## src/rtl/dma_pkg.sv

```systemverilog
package dma_pkg;
    typedef enum logic {
        ST_IDLE = 1'b0,
        ST_RUN  = 1'b1
    } eng_state_e;

    typedef enum logic {
        DIR_TO_SP   = 1'b0,
        DIR_TO_DRAM = 1'b1
    } dir_e;
endpackage

```

## src/rtl/dma_burst_split.sv

```systemverilog
// Converts a byte count into a number of whole bursts, rounding up.
module dma_burst_split #(
    parameter int LEN_W       = 16,
    parameter int BURST_BYTES = 32,
    localparam int BSH        = $clog2(BURST_BYTES),
    localparam int CNT_W      = LEN_W - BSH + 1
) (
    input  logic [LEN_W-1:0] bytes_i,
    output logic [CNT_W-1:0] nreq_o
);
    localparam logic [LEN_W:0] ROUND = (LEN_W+1)'(BURST_BYTES - 1);

    logic [LEN_W:0] sum;

    always_comb begin
        sum    = {1'b0, bytes_i} + ROUND;
        nreq_o = sum[LEN_W:BSH];
    end
endmodule

```

## src/rtl/dma_range_guard.sv

```systemverilog
// Flags a thread scratchpad address that falls inside the active burst range.
module dma_range_guard #(
    parameter int AW    = 16,
    parameter int CW    = 12,
    parameter int BSH   = 5
) (
    input  logic          en_i,
    input  logic [AW-1:0] base_i,
    input  logic [CW-1:0] nreq_i,
    input  logic [AW-1:0] addr_i,
    output logic          hit_o
);
    logic [AW:0] lo;
    logic [AW:0] hi;
    logic [AW:0] span;
    logic [AW:0] probe;

    always_comb begin
        span  = (AW+1)'(nreq_i) << BSH;
        lo    = {1'b0, base_i};
        hi    = lo + span;
        probe = {1'b0, addr_i};
        hit_o = en_i && (probe >= lo) && (probe < hi);
    end
endmodule

```

## src/rtl/burst_dma_engine.sv

```systemverilog
module burst_dma_engine
    import dma_pkg::*;
#(
    parameter int SP_AW     = 16,
    parameter int DR_AW     = 32,
    parameter int LEN_W     = 16,
    parameter int BURST_LEN = 4,
    parameter int BUS_BYTES = 8
) (
    input  logic                                clk_i,
    input  logic                                rst_ni,
    input  logic                                desc_valid_i,
    output logic                                desc_ready_o,
    input  logic                                desc_to_dram_i,
    input  logic [SP_AW-1:0]                    desc_sp_base_i,
    input  logic [DR_AW-1:0]                    desc_dram_base_i,
    input  logic [LEN_W-1:0]                    desc_bytes_i,
    output logic                                done_o,
    output logic                                xfer_active_o,
    output logic                                req_valid_o,
    input  logic                                req_ready_i,
    output logic                                req_write_o,
    output logic [DR_AW-1:0]                    req_addr_o,
    output logic [BURST_LEN*BUS_BYTES*8-1:0]    req_wdata_o,
    input  logic                                rsp_valid_i,
    input  logic [BURST_LEN*BUS_BYTES*8-1:0]    rsp_rdata_i,
    output logic                                sp_re_o,
    output logic                                sp_we_o,
    output logic [SP_AW-1:0]                    sp_addr_o,
    output logic [BURST_LEN*BUS_BYTES*8-1:0]    sp_wdata_o,
    input  logic [BURST_LEN*BUS_BYTES*8-1:0]    sp_rdata_i,
    input  logic                                thr_dram_req_i,
    output logic                                thr_dram_stall_o,
    input  logic                                thr_sp_req_i,
    input  logic [SP_AW-1:0]                    thr_sp_addr_i,
    output logic                                thr_sp_stall_o
);
    localparam int BURST_BYTES = BURST_LEN * BUS_BYTES;
    localparam int DW          = BURST_BYTES * 8;
    localparam int BSH         = $clog2(BURST_BYTES);
    localparam int CNT_W       = LEN_W - BSH + 1;

    localparam logic [SP_AW-1:0] SP_STEP = SP_AW'(BURST_BYTES);
    localparam logic [DR_AW-1:0] DR_STEP = DR_AW'(BURST_BYTES);
    localparam logic [SP_AW-1:0] SP_MASK = ~SP_AW'(BURST_BYTES - 1);
    localparam logic [DR_AW-1:0] DR_MASK = ~DR_AW'(BURST_BYTES - 1);
    localparam logic [CNT_W-1:0] ONE     = CNT_W'(1);

    typedef struct packed {
        eng_state_e       state;
        dir_e             dir;
        logic [SP_AW-1:0] sp_base;
        logic [SP_AW-1:0] sp_ptr;
        logic [DR_AW-1:0] dr_ptr;
        logic [CNT_W-1:0] nreq;
        logic [CNT_W-1:0] fetched;
        logic [CNT_W-1:0] issued;
        logic [CNT_W-1:0] recv;
        logic             pend;
        logic             stage_vld;
        logic [DW-1:0]    stage;
        logic             done;
    } regs_t;

    regs_t q, d;

    logic [CNT_W-1:0] nreq_w;
    logic             active;
    logic             accept;

    dma_burst_split #(
        .LEN_W       (LEN_W),
        .BURST_BYTES (BURST_BYTES)
    ) split_i (
        .bytes_i (desc_bytes_i),
        .nreq_o  (nreq_w)
    );

    dma_range_guard #(
        .AW  (SP_AW),
        .CW  (CNT_W),
        .BSH (BSH)
    ) guard_i (
        .en_i   (active && thr_sp_req_i),
        .base_i (q.sp_base),
        .nreq_i (q.nreq),
        .addr_i (thr_sp_addr_i),
        .hit_o  (thr_sp_stall_o)
    );

    assign active = (q.state == ST_RUN);

    always_comb begin
        d           = q;
        d.done      = 1'b0;
        sp_re_o     = 1'b0;
        sp_we_o     = 1'b0;
        req_valid_o = 1'b0;
        accept      = 1'b0;

        case (q.state)
            ST_IDLE: begin
                if (desc_valid_i) begin
                    d.dir       = desc_to_dram_i ? DIR_TO_DRAM : DIR_TO_SP;
                    d.sp_base   = desc_sp_base_i & SP_MASK;
                    d.sp_ptr    = desc_sp_base_i & SP_MASK;
                    d.dr_ptr    = desc_dram_base_i & DR_MASK;
                    d.nreq      = nreq_w;
                    d.fetched   = '0;
                    d.issued    = '0;
                    d.recv      = '0;
                    d.pend      = 1'b0;
                    d.stage_vld = 1'b0;
                    if (nreq_w == '0) begin
                        d.done = 1'b1;
                    end else begin
                        d.state = ST_RUN;
                    end
                end
            end

            ST_RUN: begin
                if (q.dir == DIR_TO_DRAM) begin
                    // scratchpad data arrives one cycle after the strobe
                    if (q.pend) begin
                        d.stage     = sp_rdata_i;
                        d.stage_vld = 1'b1;
                        d.pend      = 1'b0;
                    end
                    if (!q.stage_vld && !q.pend && (q.fetched != q.nreq)) begin
                        sp_re_o   = 1'b1;
                        d.pend    = 1'b1;
                        d.fetched = q.fetched + ONE;
                        d.sp_ptr  = q.sp_ptr + SP_STEP;
                    end
                    req_valid_o = q.stage_vld;
                    accept      = q.stage_vld && req_ready_i;
                    if (accept) begin
                        d.stage_vld = 1'b0;
                        d.dr_ptr    = q.dr_ptr + DR_STEP;
                        d.issued    = q.issued + ONE;
                        if (q.issued + ONE == q.nreq) begin
                            d.state = ST_IDLE;
                            d.done  = 1'b1;
                        end
                    end
                end else begin
                    req_valid_o = (q.issued != q.nreq);
                    accept      = req_valid_o && req_ready_i;
                    if (accept) begin
                        d.dr_ptr = q.dr_ptr + DR_STEP;
                        d.issued = q.issued + ONE;
                    end
                    if (rsp_valid_i) begin
                        sp_we_o  = 1'b1;
                        d.sp_ptr = q.sp_ptr + SP_STEP;
                        d.recv   = q.recv + ONE;
                        if (q.recv + ONE == q.nreq) begin
                            d.state = ST_IDLE;
                            d.done  = 1'b1;
                        end
                    end
                end
            end

            default: d.state = ST_IDLE;
        endcase
    end

    always_ff @(posedge clk_i or negedge rst_ni) begin
        if (!rst_ni) begin
            q <= '0;
        end else begin
            q <= d;
        end
    end

    assign desc_ready_o     = (q.state == ST_IDLE);
    assign xfer_active_o    = active;
    assign done_o           = q.done;
    assign req_write_o      = (q.dir == DIR_TO_DRAM);
    assign req_addr_o       = q.dr_ptr;
    assign req_wdata_o      = q.stage;
    assign sp_addr_o        = q.sp_ptr;
    assign sp_wdata_o       = rsp_rdata_i;
    assign thr_dram_stall_o = active && thr_dram_req_i;
endmodule

```

## config.mk

```make
export PLATFORM = sky130hd
export DESIGN_NAME = burst_dma_engine
export DESIGN_NICKNAME = d
export VERILOG_FILES = /design/src/rtl/dma_pkg.sv /design/src/rtl/dma_burst_split.sv /design/src/rtl/dma_range_guard.sv /design/src/rtl/burst_dma_engine.sv
export SDC_FILE = /design/constraint.sdc
export NUM_CORES = 1
export LEC_CHECK = 0
export ABC_AREA = 1
export ABC_CLOCK_PERIOD_IN_PS = 2450
export BUFFER_PORTS_ARGS = -buffer_cell sky130_fd_sc_hd__buf_4
export CAP_MARGIN = 20
export CORE_AREA = 2 2 454 456
export DETAILED_ROUTE_END_ITERATION = 10
export DIE_AREA = 0 0 456 458
export GPL_ROUTABILITY_DRIVEN = 0
export MAX_ROUTING_LAYER = met4
export SLEW_MARGIN = 20
export SYNTH_ARGS = -nofsm -noshare
export SYNTH_HDL_FRONTEND = slang
export SYNTH_SLANG_ARGS = --single-unit
```

## constraint.sdc

```tcl
create_clock -name clk_i -period 2.45 [get_ports clk_i]
set_clock_uncertainty 0.1 [all_clocks]
set_input_delay 0 -clock clk_i [delete_from_list [all_inputs] [get_ports clk_i]]
set_output_delay 0 -clock clk_i [all_outputs]
set_load 0.05 [all_outputs]
```

## Word-level counts from Yosys, hierarchy flattened

Cells that the tools add are included.
Widths: inputs -> output; s select.

| storage, ports and cells | value |
|---|---|
| register bits | 368 |
| input port bits | 600 |
| output and inout bits | 569 |
| logic and storage cells | 99 |

| operators by class | value |
|---|---|
| add/subtract/negate cells | 7 |
| $lt $le $gt $ge | 2 |
| equality and inequality tests | 14 |
| mux-type cells | 43 |
| bitwise gates (word level) | 1 |
| reduce and logical (&&, ||, !) cells | 19 |

Operators by type and width:

| kind | count |
|---|---|
| $mux 258 | 1 |
| $mux 257 | 1 |
| $mux 116 | 1 |
| $pmux 48 s2 | 1 |
| $mux 12 | 7 |
| $pmux 38 s2 | 1 |
| $mux 32 | 2 |
| $mux 48 | 1 |
| $add 12x1->12 const B | 3 |
| $add 32x6->32 const B | 1 |
| $mux 16 | 2 |
| $eq 12x12->1 | 2 |
| $mux 1 | 24 |
| $ne 12x12->1 | 2 |
| $reduce_and 3->1 | 6 |
| $add 16x17->17 | 1 |
| $add 16x5->17 const B | 1 |
| $lt 16x17->1 | 1 |
| $add 16x6->16 const B | 1 |
| $ge 16x16->1 | 1 |
| $logic_not 12->1 | 1 |
| $ne 3x2->1 const B | 4 |
| $logic_and 1x1->1 | 8 |
| $ne 2x2->1 const B | 4 |
| other kinds (6) | 9 |

## Depth between registers and ports, before layout

| logic depth | value |
|---|---|
| depth in word-level cells | 6 |
| gate-level depth with buffers | 16 |
| gate-level depth less buffers | 16 |

## Cells and area by module

Synthesis repeated with hierarchy kept, for this count alone.

| unflattened totals | value |
|---|---|
| cells, all modules | 2860 |
| area total of the unflattened synthesis | 22006.1 um^2 |

By module, submodules not included:

| module | times used | cells an instance | area an instance (um^2) | seq. area each (um^2) |
|---|---|---|---|---|
| burst_dma_engine | 1 | 2612 | 20510.9 | 8958.6 |
| dma_range_guard | 1 | 184 | 1174.9 | 0.0 |
| dma_burst_split | 1 | 64 | 320.3 | 0.0 |

## Least setup slack after synthesis

OpenSTA, ideal clock, no wires.

| timing path | value |
|---|---|
| kind | reg2out |
| start point | register q[297] in the netlist's numbering |
| end point | output port thr_sp_stall_o |
| data arrival time | 3.018 ns |
| required time | 2.350 ns |
| slack | -0.668 ns |
| cell stages (with the launch flop) | 17 |
| buffers on the path | 0 |
| cell sequence | dfrtp_1 ha_1 a21oi_1 nand2_1 a31oi_1 o21ai_0 xnor2_1 ha_1 nand2_1 inv_1 nor3_1 nand2_1 nand2_1 nand2_1 nand2_1 nand2_1 a21oi_1 |

| between the ends | value |
|---|---|
| longest elaborated chain between the ends | 3 |

RTL lines:

| what | RTL line | source |
|---|---|---|
| from (decl) | burst_dma_engine.sv:65 | `regs_t q, d;` |
| from (signal assigned) | burst_dma_engine.sv:172 | `q <= '0;` |
| from (signal assigned) | burst_dma_engine.sv:174 | `q <= d;` |
| $add 16x17->17 | dma_range_guard.sv:21 | `hi = lo + span;` |
| $lt 16x17->1 | dma_range_guard.sv:23 | `hit_o = en_i && (probe >= lo) && (probe < hi);` |
| $logic_and 1x1->1 | dma_range_guard.sv:23 |  |
| to (decl) | burst_dma_engine.sv:36 | `output logic thr_sp_stall_o` |

Every way passes these cells.

## Worst setup path after layout

| timing path | value |
|---|---|
| start point | register q[364] in the netlist's numbering |
| end point | output port thr_sp_stall_o |

| between the ends | value |
|---|---|
| longest elaborated chain between the ends | 3 |

RTL lines:

| what | RTL line |
|---|---|
| $add 16x17->17 or $ge 16x16->1 (tied branches) | dma_range_guard.sv:21, dma_range_guard.sv:23 |
| $lt 16x17->1 or $logic_and 1x1->1 (tied branches) | dma_range_guard.sv:23 |
| $logic_and 1x1->1 * | dma_range_guard.sv:23 |

Every way passes the cells marked *; elsewhere a longest branch is shown, timed or not.

==> impl_metrics.env <==
export IMPL_synthArstFlopShare=1.00
export IMPL_grt_setup_unrepaired="true"
export IMPL_ys_ff_latch=358
export IMPL_std_cell_rows=166
export IMPL_gr_usage_all_layers=0.111
export IMPL_synth_edf_count=0
export IMPL_period_minus_slack_ns=3.31
export IMPL_synthSimpleGateAreaFrac=0.141
export IMPL_io_buffers=636
export IMPL_peakVddDrop_uv=654
export IMPL_required_ns=2.35
export IMPL_grt_pass1_vias=20200
export IMPL_cts_tree="built"
export IMPL_timing_rr_end="done_o"
export IMPL_die_area_mm2=0.209
export IMPL_worst_slew_pin_slew_ns=0.809
export IMPL_cap_violations=0
export IMPL_cts_clk_slew_worst_paths_ns=0.05
export IMPL_powerDensity_mw_per_mm2=1250
export IMPL_setup_ws_ns=-0.861
export IMPL_place_area_mm2=0.0260
export IMPL_finalMaxSlewViolations=0
export IMPL_grt_max_degree=68
export IMPL_finalHoldViolations=0
export IMPL_ant_nets=0
export IMPL_setup_viol=1
export IMPL_hold_depth=6
export IMPL_finalNetCount=3880
export IMPL_start_util=0.107
export IMPL_utilization=0.176
export IMPL_grt_pass1_wl_um=160000
export IMPL_drc=0
export IMPL_clk_latency_ns=0.64
export IMPL_rr_worst_depth=8
export IMPL_htreeDepth=2
export IMPL_numCtsBuffers=50
export IMPL_post_route_cell_area_mm2=0.0359
export IMPL_synth_distinct_cells=50
export IMPL_fin_crit_sh=1.35
export IMPL_core_area_mm2=0.204
export IMPL_worst_setup_path_end_kind="output pin"
export IMPL_path_class="reg2out"
export IMPL_via_count=20100
export IMPL_synth_cell_area_mm2=0.0219
export IMPL_die_w_um=456
export IMPL_violations="negative setup slack"
export IMPL_relSlewSlack=0.459
export IMPL_cts_max_path_buffers=3
export IMPL_synthAdderAreaFrac=0.0221
export IMPL_clock_root_buffer="clkbuf_16"
export IMPL_dp_hpwl_um=88100
export IMPL_r2r_slack_ns=0.13
export IMPL_synth_top_family_by_area="buffers and inverters"
export IMPL_fillers=22200
export IMPL_io_pins=1169
export IMPL_dr_pass1_iters=5
export IMPL_startpoint_type="flop"
export IMPL_viasPerCell=3.35
export IMPL_synth_cells=2310
export IMPL_multi_input_area_mm2=0.00791
export IMPL_synth_compound_area_frac=0.0321
export IMPL_synthToLayoutAreaGrowth_pct=64.3
export IMPL_status="finished with violations"
export IMPL_yosys_mux_area_fraction=0.132
export IMPL_hold_class="in2reg"
export IMPL_ys_flop_type="dfrtp_1"
export IMPL_crit_fanout=4
export IMPL_register_area_mm2=0.00896
export IMPL_worstReg2RegStart="xfer_active_o"
export IMPL_seq_area_frac_synth=0.410
export IMPL_cp_arrival_ns=3.21
export IMPL_min_from="desc_bytes_i[1]"
export IMPL_tns_ns=-0.861
export IMPL_leakage_nw=15.7
export IMPL_yosysWarnings=0
export IMPL_yosys_area_share_xor_xnor=0.0248
export IMPL_initialDrtViolationCount=1511
export IMPL_min_to="q[296]"
export IMPL_cts_num_sinks=358
export IMPL_drive_gt1_frac=0.338
export IMPL_max_clock_freq_ghz=0.302
export IMPL_syn_area_per_cell_um2=9.46
export IMPL_dieHeight_um=458
export IMPL_antenna_found_initial=92
export IMPL_gr_total_overflow=0
export IMPL_wirelength_um=118000
export IMPL_wl_per_cell_um=19.7
==> area by class of cell <==
class | count | share of cell area
Timing Repair Buffer | 1495 | 0.372
Sequential cell | 358 | 0.249
Multi-Input combinational cell | 1206 | 0.220
Tap cell | 2688 | 0.0936
Clock buffer | 66 | 0.0388
Inverter | 131 | 0.0137
Clock inverter | 25 | 0.00895
Antenna cell | 42 | 0.00293
==> cells in the mapped netlist, types with 3 or more instances <==
library cell	n	area, um^2
a21oi_1	26	130
a22o_1	4	35.0
buf_2	17	85.1
buf_4	564	4230
buf_6	29	327
clkbuf_1	11	41.3
dfrtp_1	358	8960
ha_1	37	463
inv_1	125	469
inv_2	5	18.8
mux2_2	256	2880
nand2_1	421	1580
nand2_4	4	45.0
nand3_1	130	651
nand3_2	3	30.0
nand3b_1	7	52.6
nand4_1	25	156
nor2_1	84	315
nor2_2	3	18.8
nor3_1	25	125
nor4_1	3	18.8
o21ai_0	67	335
o21ai_1	5	25.0
o22ai_1	9	56.3
xnor2_1	23	201
xor2_1	39	342
==> stage by stage <==
stage               power [W]  hold WS [ns]  instances  setup WS, ns
floorplan              0.0311        -0.396       2319        -0.156
global placement       0.0345       -0.0997       5086        -0.438
detailed placement     0.0348       -0.0997       5086        -0.403
CTS                    0.0452     0.0000850       5964        -0.934
global route           0.0472        0.0305       5997         -1.13
finish                 0.0450        0.0471       6011        -0.861
==> routing by layer <==
layer / up-vias / global-route usage / share of wire
met2: 1145 / 0.175 / 0.47
met5: - / - / 0
met4: 0 / 0.0326 / 0.029
met3: 168 / 0.0337 / 0.088
met1: 9939 / 0.135 / 0.41
li1: 8878 / - / -
==> timing repair <==
| action | 4_1_cts | 5_1_grt |
|---|---|---|
| hold buffers | 781 | 0 |
| gates resized for setup | 19 | 11 |
| setup buffers | 6 | 5 |
| setup endpoints to repair | 3 | 5 |
| hold endpoints to repair | 964 | 0 |
| pin swaps | 10 | 7 |
==> layout by cell type, fill, tap and decap left out, types with 11 or more instances in the layout <==
cell / count
o21ai_0: 65
inv_1: 123
buf_12: 13
buf_4: 697
nand2_1: 415
nor2_1: 82
xor2_1: 39
dfrtp_1: 356
nand4_1: 25
nor3_1: 21
nand3_1: 128
xnor2_1: 20
diode_2: 42
ha_1: 33
a21oi_1: 22
mux2_2: 256
clkbuf_1: 11
dlygate4sd3_1: 780
clkbuf_16: 53
==> sequential cells by signal, summed over array words and instances (netlist names) <==
| name | count |
|---|---|
| done_o | 1 |
| q | 61 |
| req_addr_o | 27 |
| req_wdata_o | 256 |
| req_write_o | 1 |
| sp_addr_o | 11 |
| xfer_active_o | 1 |
==> worst max-delay path, stage by stage (launching register included) <==
cell     delay, ns
dfrtp_1       0.39
ha_1          0.29
buf_4         0.14
nand2_1       0.08
o21ai_1       0.22
a21oi_2       0.07
xor2_1        0.16
ha_1          0.28
inv_1         0.08
nor3_1        0.05
nor3_1        0.13
nand2_1       0.10
nand2_1       0.07
nand2_1       0.05
nand2_1       0.07
nand2_2       0.06
a21oi_4       0.15
buf_6         0.18
==> how the worst max path moves through the flow <==
stage                      start  slack [ns]              to  cells after the start
after floorplan           q[297]       -0.16  thr_sp_stall_o                     16
after global placement    q[362]       -0.44  thr_sp_stall_o                     17
after detailed placement  q[362]       -0.40  thr_sp_stall_o                     17
after CTS                 q[360]       -0.93  thr_sp_stall_o                     15
after global routing      q[364]       -1.13  thr_sp_stall_o                     17
final                     q[364]       -0.86  thr_sp_stall_o                     17
==> power breakdown <==
part / internal, W / switching, W
sequential: 0.00871 / 0.00223
clock: 0.00465 / 0.00311
combinational: 0.00913 / 0.0172
total: 0.0225 / 0.0225
==> kinds of logic (layout without fill, tap and decap cells) <==
logic type                 count (synthesis)  after routing
AOI/OAI and AO/OA                        125            125
xor gates and xnor gates                  62             62
adders and majority gates                 38             38
buffers and inverters                    755           1717
DFF                                      358            358
muxes                                    257            257
other                                      1             52
and+or+nand+nor                          714            714
Note: power is estimated with default switching activity, not from simulation.
